File: src/rtl/clock_pick_pkg.sv
package clock_pick_pkg;
  typedef enum logic [0:0] {
    SW_IDLE = 1'b0,
    SW_SCAN = 1'b1
  } sweep_state_t;
endpackage

File: src/rtl/ref_bit_array.sv
module ref_bit_array #(
  parameter int NFRAMES = 8,
  parameter int IDXW    = 3
) (
  input  logic               clk,
  input  logic               rst_n,
  input  logic               touch_valid,
  input  logic [IDXW-1:0]    touch_frame,
  input  logic               clr_en,
  input  logic [IDXW-1:0]    clr_frame,
  output logic [NFRAMES-1:0] ref_q
);
  // One referenced bit per frame. A set request beats a clear in the same cycle.
  for (genvar i = 0; i < NFRAMES; i++) begin : g_bit
    logic set_i, clr_i;
    assign set_i = touch_valid && (touch_frame == IDXW'(i));
    assign clr_i = clr_en && (clr_frame == IDXW'(i));
    always_ff @(posedge clk or negedge rst_n) begin
      if (!rst_n)     ref_q[i] <= 1'b0;
      else if (set_i) ref_q[i] <= 1'b1;
      else if (clr_i) ref_q[i] <= 1'b0;
    end
  end
endmodule

File: src/rtl/clock_hand.sv
module clock_hand #(
  parameter int NFRAMES = 8,
  parameter int IDXW    = 3
) (
  input  logic            clk,
  input  logic            rst_n,
  input  logic            step,
  output logic [IDXW-1:0] hand_q
);
  localparam logic [IDXW-1:0] LAST = IDXW'(NFRAMES - 1);

  always_ff @(posedge clk or negedge rst_n) begin
    if (!rst_n)            hand_q <= '0;
    else if (step) begin
      if (hand_q == LAST)  hand_q <= '0;
      else                 hand_q <= hand_q + 1'b1;
    end
  end
endmodule

File: src/rtl/sweep_ctrl.sv
module sweep_ctrl
  import clock_pick_pkg::*;
#(
  parameter int NFRAMES = 8,
  parameter int IDXW    = 3
) (
  input  logic               clk,
  input  logic               rst_n,
  input  logic               req_valid,
  output logic               req_ready,
  input  logic [IDXW-1:0]    hand_q,
  input  logic [NFRAMES-1:0] ref_q,
  input  logic               touch_valid,
  input  logic [IDXW-1:0]    touch_frame,
  output logic               step,
  output logic               clr_en,
  output logic               res_valid,
  output logic [IDXW-1:0]    res_frame
);
  sweep_state_t state_q;
  logic scanning, hit_now, cur_ref, found;

  assign scanning  = (state_q == SW_SCAN);
  // An access landing on the examined frame this cycle counts as a reference.
  assign hit_now   = touch_valid && (touch_frame == hand_q);
  assign cur_ref   = ref_q[hand_q] | hit_now;
  assign found     = scanning && !cur_ref;
  assign step      = scanning;
  assign clr_en    = scanning && cur_ref;
  assign req_ready = (state_q == SW_IDLE);

  always_ff @(posedge clk or negedge rst_n) begin
    if (!rst_n) begin
      state_q   <= SW_IDLE;
      res_valid <= 1'b0;
      res_frame <= '0;
    end else begin
      res_valid <= found;
      if (found) res_frame <= hand_q;
      case (state_q)
        SW_IDLE: if (req_valid) state_q <= SW_SCAN;
        SW_SCAN: if (!cur_ref)  state_q <= SW_IDLE;
        default:                state_q <= SW_IDLE;
      endcase
    end
  end
endmodule

File: src/rtl/clock_victim_picker.sv
module clock_victim_picker #(
  parameter int NFRAMES = 8,
  localparam int IDXW   = (NFRAMES > 1) ? $clog2(NFRAMES) : 1
) (
  input  logic            clk,
  input  logic            rst_n,
  input  logic            touch_valid,
  input  logic [IDXW-1:0] touch_frame,
  input  logic            req_valid,
  output logic            req_ready,
  output logic            res_valid,
  output logic [IDXW-1:0] res_frame
);
  logic [NFRAMES-1:0] ref_q;
  logic [IDXW-1:0]    hand_q;
  logic               step, clr_en;

  ref_bit_array #(.NFRAMES(NFRAMES), .IDXW(IDXW)) u_refs (
    .clk(clk), .rst_n(rst_n),
    .touch_valid(touch_valid), .touch_frame(touch_frame),
    .clr_en(clr_en), .clr_frame(hand_q),
    .ref_q(ref_q)
  );

  clock_hand #(.NFRAMES(NFRAMES), .IDXW(IDXW)) u_hand (
    .clk(clk), .rst_n(rst_n), .step(step), .hand_q(hand_q)
  );

  sweep_ctrl #(.NFRAMES(NFRAMES), .IDXW(IDXW)) u_ctrl (
    .clk(clk), .rst_n(rst_n),
    .req_valid(req_valid), .req_ready(req_ready),
    .hand_q(hand_q), .ref_q(ref_q),
    .touch_valid(touch_valid), .touch_frame(touch_frame),
    .step(step), .clr_en(clr_en),
    .res_valid(res_valid), .res_frame(res_frame)
  );
endmodule

File: config.mk
export PLATFORM = sky130hd
export DESIGN_NAME = clock_victim_picker
export DESIGN_NICKNAME = d
export VERILOG_FILES = /design/src/rtl/clock_pick_pkg.sv /design/src/rtl/ref_bit_array.sv /design/src/rtl/clock_hand.sv /design/src/rtl/sweep_ctrl.sv /design/src/rtl/clock_victim_picker.sv
export SDC_FILE = /design/constraint.sdc
export NUM_CORES = 1
export LEC_CHECK = 0
export BUFFER_PORTS_ARGS = -buffer_cell sky130_fd_sc_hd__buf_2
export CAP_MARGIN = 10
export CORE_MARGIN = 1
export CORE_UTILIZATION = 33
export DETAILED_ROUTE_END_ITERATION = 16
export SLEW_MARGIN = 20
export SYNTH_ARGS = -nofsm -noshare
export SYNTH_HDL_FRONTEND = slang
export SYNTH_SLANG_ARGS = --single-unit
File: constraint.sdc
create_clock -name clk -period 2.4 [get_ports clk]
set_clock_uncertainty 0.1 [all_clocks]
set_input_delay 0.24 -clock clk [delete_from_list [all_inputs] [get_ports clk]]
set_output_delay 0.24 -clock clk [all_outputs]
set_load 0.01 [all_outputs]
# --- Yosys cells after proc, flatten, opt, wreduce, memory -nomap -nowiden ---
# Index checks and enable logic that the tools add are counted.
classes:
  add_sub_neg: 1
  order_cmp: 1
  eq_ne: 15
  n_mux: 22
  bitwise_logic: 2
  n_reduce_logical: 30
ops:
  columns: ["op", "n"]
  rows:
  - ["$eq A3 B3 Y1 const B", 8]
  - ["$logic_and A1 B1 Y1", 19]
  - ["$mux W1", 19]
  - ["$reduce_bool A2 Y1", 8]
  - ["$eq A3 B2 Y1 const B", 4]
  - ["$eq A3 B1 Y1 const B", 2]
  - ["$logic_not A3 Y1", 2]
  - ["$lt A3 B4 Y1 const B", 1]
  - ["$add A3 B1 Y3 const B", 1]
  - ["$bmux W1 S3", 1]
  - ["$eq A3 B3 Y1", 1]
  - ["$mux W3", 1]
  - ["$pmux W1 S2", 1]
  - ["$logic_not A1 Y1", 1]
  - ["$not A1 Y1", 1]
  - ["$or A1 B1 Y1", 1]
word_totals:
  reg_bits: 16
  inputBits: 7
  output_inout_bits: 5
  wordCells: 83

# --- Longest topological paths before layout ---
logic_depth:
  ltp_word: 7
  ltp_mapped: 6

# --- By module ---
# A second synthesis with hierarchy kept.
hier_totals:
  cells_unflattened: 64
  area_unflattened_um2: 819.5
modules_own_cells:
  columns: ["mod", "instances", "cells_per_inst", "area_each_um2", "seq_area_each_um2"]
  rows:
  - ["ref_bit_array", 1, 30, 381.6, 200.2]
  - ["sweep_ctrl", 1, 23, 295.3, 125.1]
  - ["clock_hand", 1, 11, 142.6, 75.1]

# --- Worst setup path before layout ---
# Ideal clock, no wire load.
synth_timing:
  path_type: "flip-flop to flip-flop"
  startpoint: "register u_hand.hand_q[0]"
  endpoint: "register u_ctrl.res_frame[0]"
  t_arrival_ps: 1568
  required_time_ps: 2172
  slack_ps: 605
  stages_incl_launch_ff: 6
  path_buffers: 1
  period_less_slack_ps: 1795
  path_cell_list: "dfrtp_1 buf_6 mux2i_1 mux4_2 nand3_2 mux2_1"
synth_via:
  elab_chain_len: 5
  elab_cells_between_ends: 7
  cone_classes: "eq/ne: 1; mux: 2; bitwise: 1; reduce/logical: 3"
synth_lines:
  columns: ["element", "line", "source"]
  rows:
  - ["start, declared", "clock_hand.sv:8", "output logic [IDXW-1:0] hand_q"]
  - ["start signal, assigned", "clock_hand.sv:16", "else hand_q <= hand_q + 1'b1;"]
  - ["$bmux W1 S3 or $eq A3 B3 Y1 (tied branches)", "sweep_ctrl.sv:26, sweep_ctrl.sv:25", null]
  - ["$mux W1 (not written as such) or $logic_and A1 B1 Y1 (tied branches)", "sweep_ctrl.sv:26, sweep_ctrl.sv:25", null]
  - ["$or A1 B1 Y1", "sweep_ctrl.sv:26", "assign cur_ref = ref_q[hand_q] | hit_now;"]
  - ["$logic_not A1 Y1", "sweep_ctrl.sv:27", "assign found = scanning && !cur_ref;"]
  - ["$logic_and A1 B1 Y1", "sweep_ctrl.sv:27", null]
  - ["end signal, assigned", "sweep_ctrl.sv:39", "if (found) res_frame <= hand_q;"]
  - ["end, declared", "sweep_ctrl.sv:18", "output logic [IDXW-1:0] res_frame"]
# Several ways; a longest one is shown, not always the timed one. The select of a mux whose other input is x is not followed.
# A chain may end at the register's enable or synchronous reset.

# --- Final worst setup path ---
layout_timing:
  startpoint: "register u_hand.hand_q[0]"
  endpoint: "register u_ctrl.res_frame[2]"
layout_via:
  elab_chain_len: 5
  elab_cells_between_ends: 7
  cone_classes: "eq/ne: 1; mux: 2; bitwise: 1; reduce/logical: 3"
layout_lines:
  columns: ["element", "line"]
  rows:
  - ["$bmux W1 S3 or $eq A3 B3 Y1 (tied branches)", "sweep_ctrl.sv:26, sweep_ctrl.sv:25"]
  - ["$mux W1 (not written as such) or $logic_and A1 B1 Y1 (tied branches)", "sweep_ctrl.sv:26, sweep_ctrl.sv:25"]
  - ["$or A1 B1 Y1 (*)", "sweep_ctrl.sv:26"]
  - ["$logic_not A1 Y1 (*)", "sweep_ctrl.sv:27"]
  - ["$logic_and A1 B1 Y1 (*)", "sweep_ctrl.sv:27"]
# Every way passes the cells marked *; elsewhere a longest branch is shown, timed or not. The select of a mux whose other input is x is not followed.

==> metrics <==
post-synthesis area per instance=10.5 um2; post-cts sizing count=0; Final setup viols=0; #FFs+latches synth=16; Switch Pwr=0.575 mW; fillcell total=249; post-synthesis compound-gate area fraction=17.3%; Highest Clock Rate=504 MHz; synth top area cells=dfrtp_1 (45%), ha_1 (8.4%), a21oi_1 (5.6%), mux2i_1 (5.6%), mux2_1 (3.8%); depth of the CTS H-tree=1; actual transition at the worst max-transition pin=576 ps; # IOs=12; commonest non-fill, non-tap cell in the layout=dfrtp_1; Setup CP Type=reg -> reg; IO buf count=11; RSZ-0062 raised after global routing=no; Final GP Congestion=0.765; Synthesized Nets=98; Core Box Area=2520 um2; min-delay worst type=in -> reg; via count=729; Seq/Total Area, Yosys=44.7%; final wirelength=1930 um; die area=2930 um2; Leak Pwr=0.451 nW; DR iter-0 viols=24; Rows=18; distinct cell type count after synthesis=27; crit-path max cell delay=620 ps; # DRC=0; Remaining Overflow, GRT=0; Post-Syn Area=896 um2; internal power=0.786 mW; crit path buf inv count=0; largest net degree at the start of global routing=17; post-synth top area share=44.7%; Worst path top cell family by delay=multiplexers; CTS Buf Count=3; vias in the first global route=741; Syn-to-layout area delta=12.4%; largest family of logic cells by synthesized area=compound AO/OA/AOI/OAI gates; power share of the clock group=13.7%; Core Util, Final=39.9%; most frequent cells in the layout=dfrtp_1 (16), buf_2 (11), a21oi_1 (10); Critical Path AT=2070 ps; drt via density=5.79; HPWL Detailed=1380 um; multiplexer area fraction after synthesis=11.9%; status=finished, final reports clean; Comb power frac=45.3%; cell count after synthesis=85; CTS tree=yes; dominant synthesized flop cell=dfrtp_1; Starting Density=35.5%; Synthesis Warnings=0; biggest area consumer among synthesized cells=dfrtp_1; register share of total power=41.0%; Post-synth EDFFs=0; critical path required time=2490 ps; Tcrit/Tclk final=82.7%; ANT cells=0; crit-path cells=mux2i_1 > mux4_2 > nand3_2 > mux2_1; max_cap viols=0; all-layer global routing usage=15.7%; Slew headroom=61.5%; hold slack=39.4 ps; WL per Instance=15.3 um; slowest CP cell=dfrtp_1; width of the die=54.1 um; xor and xnor area share after synthesis=2.93%; Post-Synth Adder-Cell Area=8.38%; clk_lat worst skew=300 ps; first-pass GRT wire length=3220 um; hold_buf cts=1; antenna-violating nets left=0; Clock Tree Root=clkbuf_4; Post-CTS Setup Repair Bufs=0; Power Density=1350 nW/um2; Synth Area in Simple Gates=9.22%; DRT Pass-1 Iters=5; clock tree buffer depth=2; setup TNS=0 ps; clk slew on worst S/H paths=100 ps; initial antenna violation count=0; Slew Viols, Final=0; worst-path fanout max=10; Clock Sink Count=16; layout cells sized above 1=18.8%; crit path time final=1990 ps; sw frac=42.2%; crit start category=register; final number of hold-violating endpoints=0; nature of the critical path endpoint=register; die height=54.1 um; Post-synth ARST share=100%; Final #Nets=110; VDD IR-drop max=0.000639 V
==> flip-flops by register name (all words and copies together), names as in the netlist <==
register and cells:
u_refs.ref_q 8, u_hand.hand_q 3, u_ctrl.res_valid 1, u_ctrl.step 1
u_ctrl.res_frame 3
==> final cells by class <==
class / instances / area [um2] / share of cell area, %
clock buffers: 4 / 36.3 / 3.60
inverters: 6 / 22.5 / 2.24
multi-input cells: 58 / 445 / 44.2
flip-flops and latches: 16 / 400 / 39.8
repair buffers: 12 / 65.1 / 6.46
well taps: 30 / 37.5 / 3.73
==> power by group through the flow <==
stage / logic [mW] / clock network, mW / registers (mW)
2_1_floorplan: 0.499 / 0 / 0.505
4_1_cts: 0.616 / 0.188 / 0.553
6_report: 0.616 / 0.187 / 0.558
5_1_grt: 0.703 / 0.198 / 0.571
3_5_place_dp: 0.612 / 0 / 0.559
3_3_place_gp: 0.589 / 0 / 0.558
==> worst reg2reg max path: cells and delay by family, from the launching register on <==
kind          cells  cell delay, ps
flops             1             620
mux               3            1000
simple gates      1             150
==> through the flow <==
step / cell area [um2] / power, mW / instances / setup WS [ps]
after floorplan: 896 / 1.00 / 85 / 605
after global placement: 961 / 1.15 / 121 / 501
after detailed placement: 961 / 1.17 / 121 / 440
after CTS: 1010 / 1.36 / 126 / 415
after global routing: 1010 / 1.47 / 126 / 347
final: 1010 / 1.36 / 126 / 415
==> worst paths after layout <==
check                                          from                   to  slack (ps)  depth (start not counted)
worst min-delay path                      req_valid          u_ctrl.step          40                          2
worst min register to register  u_ctrl.res_frame[1]  u_ctrl.res_frame[1]         410                          1
worst max register to register     u_hand.hand_q[0]  u_ctrl.res_frame[2]         410                          4
min in group asynchronous                     rst_n      u_refs.ref_q[3]         270                          2
max in group asynchronous                     rst_n          u_ctrl.step        1670                          2
worst max-delay path               u_hand.hand_q[0]  u_ctrl.res_frame[2]         410                          4
==> routing by layer <==
metal / track usage [%] / part of all wire (%) / vias up
met1: 18.6 / 45 / 360
met3: 3.67 / 4.6 / 10
li1: - / - / 333
met4: 9.40 / 3.1 / 0
met5: 0 / 0 / -
met2: 25.7 / 48 / 26
==> Yosys cell counts (2+ instances only) <==
cell type  count
dfrtp_1       16
a21oi_1       10
ha_1           6
inv_1          5
mux2i_1        5
nand2_1        5
a31oi_1        4
a211oi_1       3
a311oi_1       3
mux2_1         3
nor2b_1        3
o21ai_0        3
xnor2_1        3
clkbuf_1       2
nand4_1        2
==> kinds of logic after synthesis <==
logic type      after synthesis
compound gates               25
xor+xnor                      3
fa+ha+maj                     6
buf+inv                      11
flops                        16
mux                           9
simple gates                 15
(Power assumes the default switching activity.)
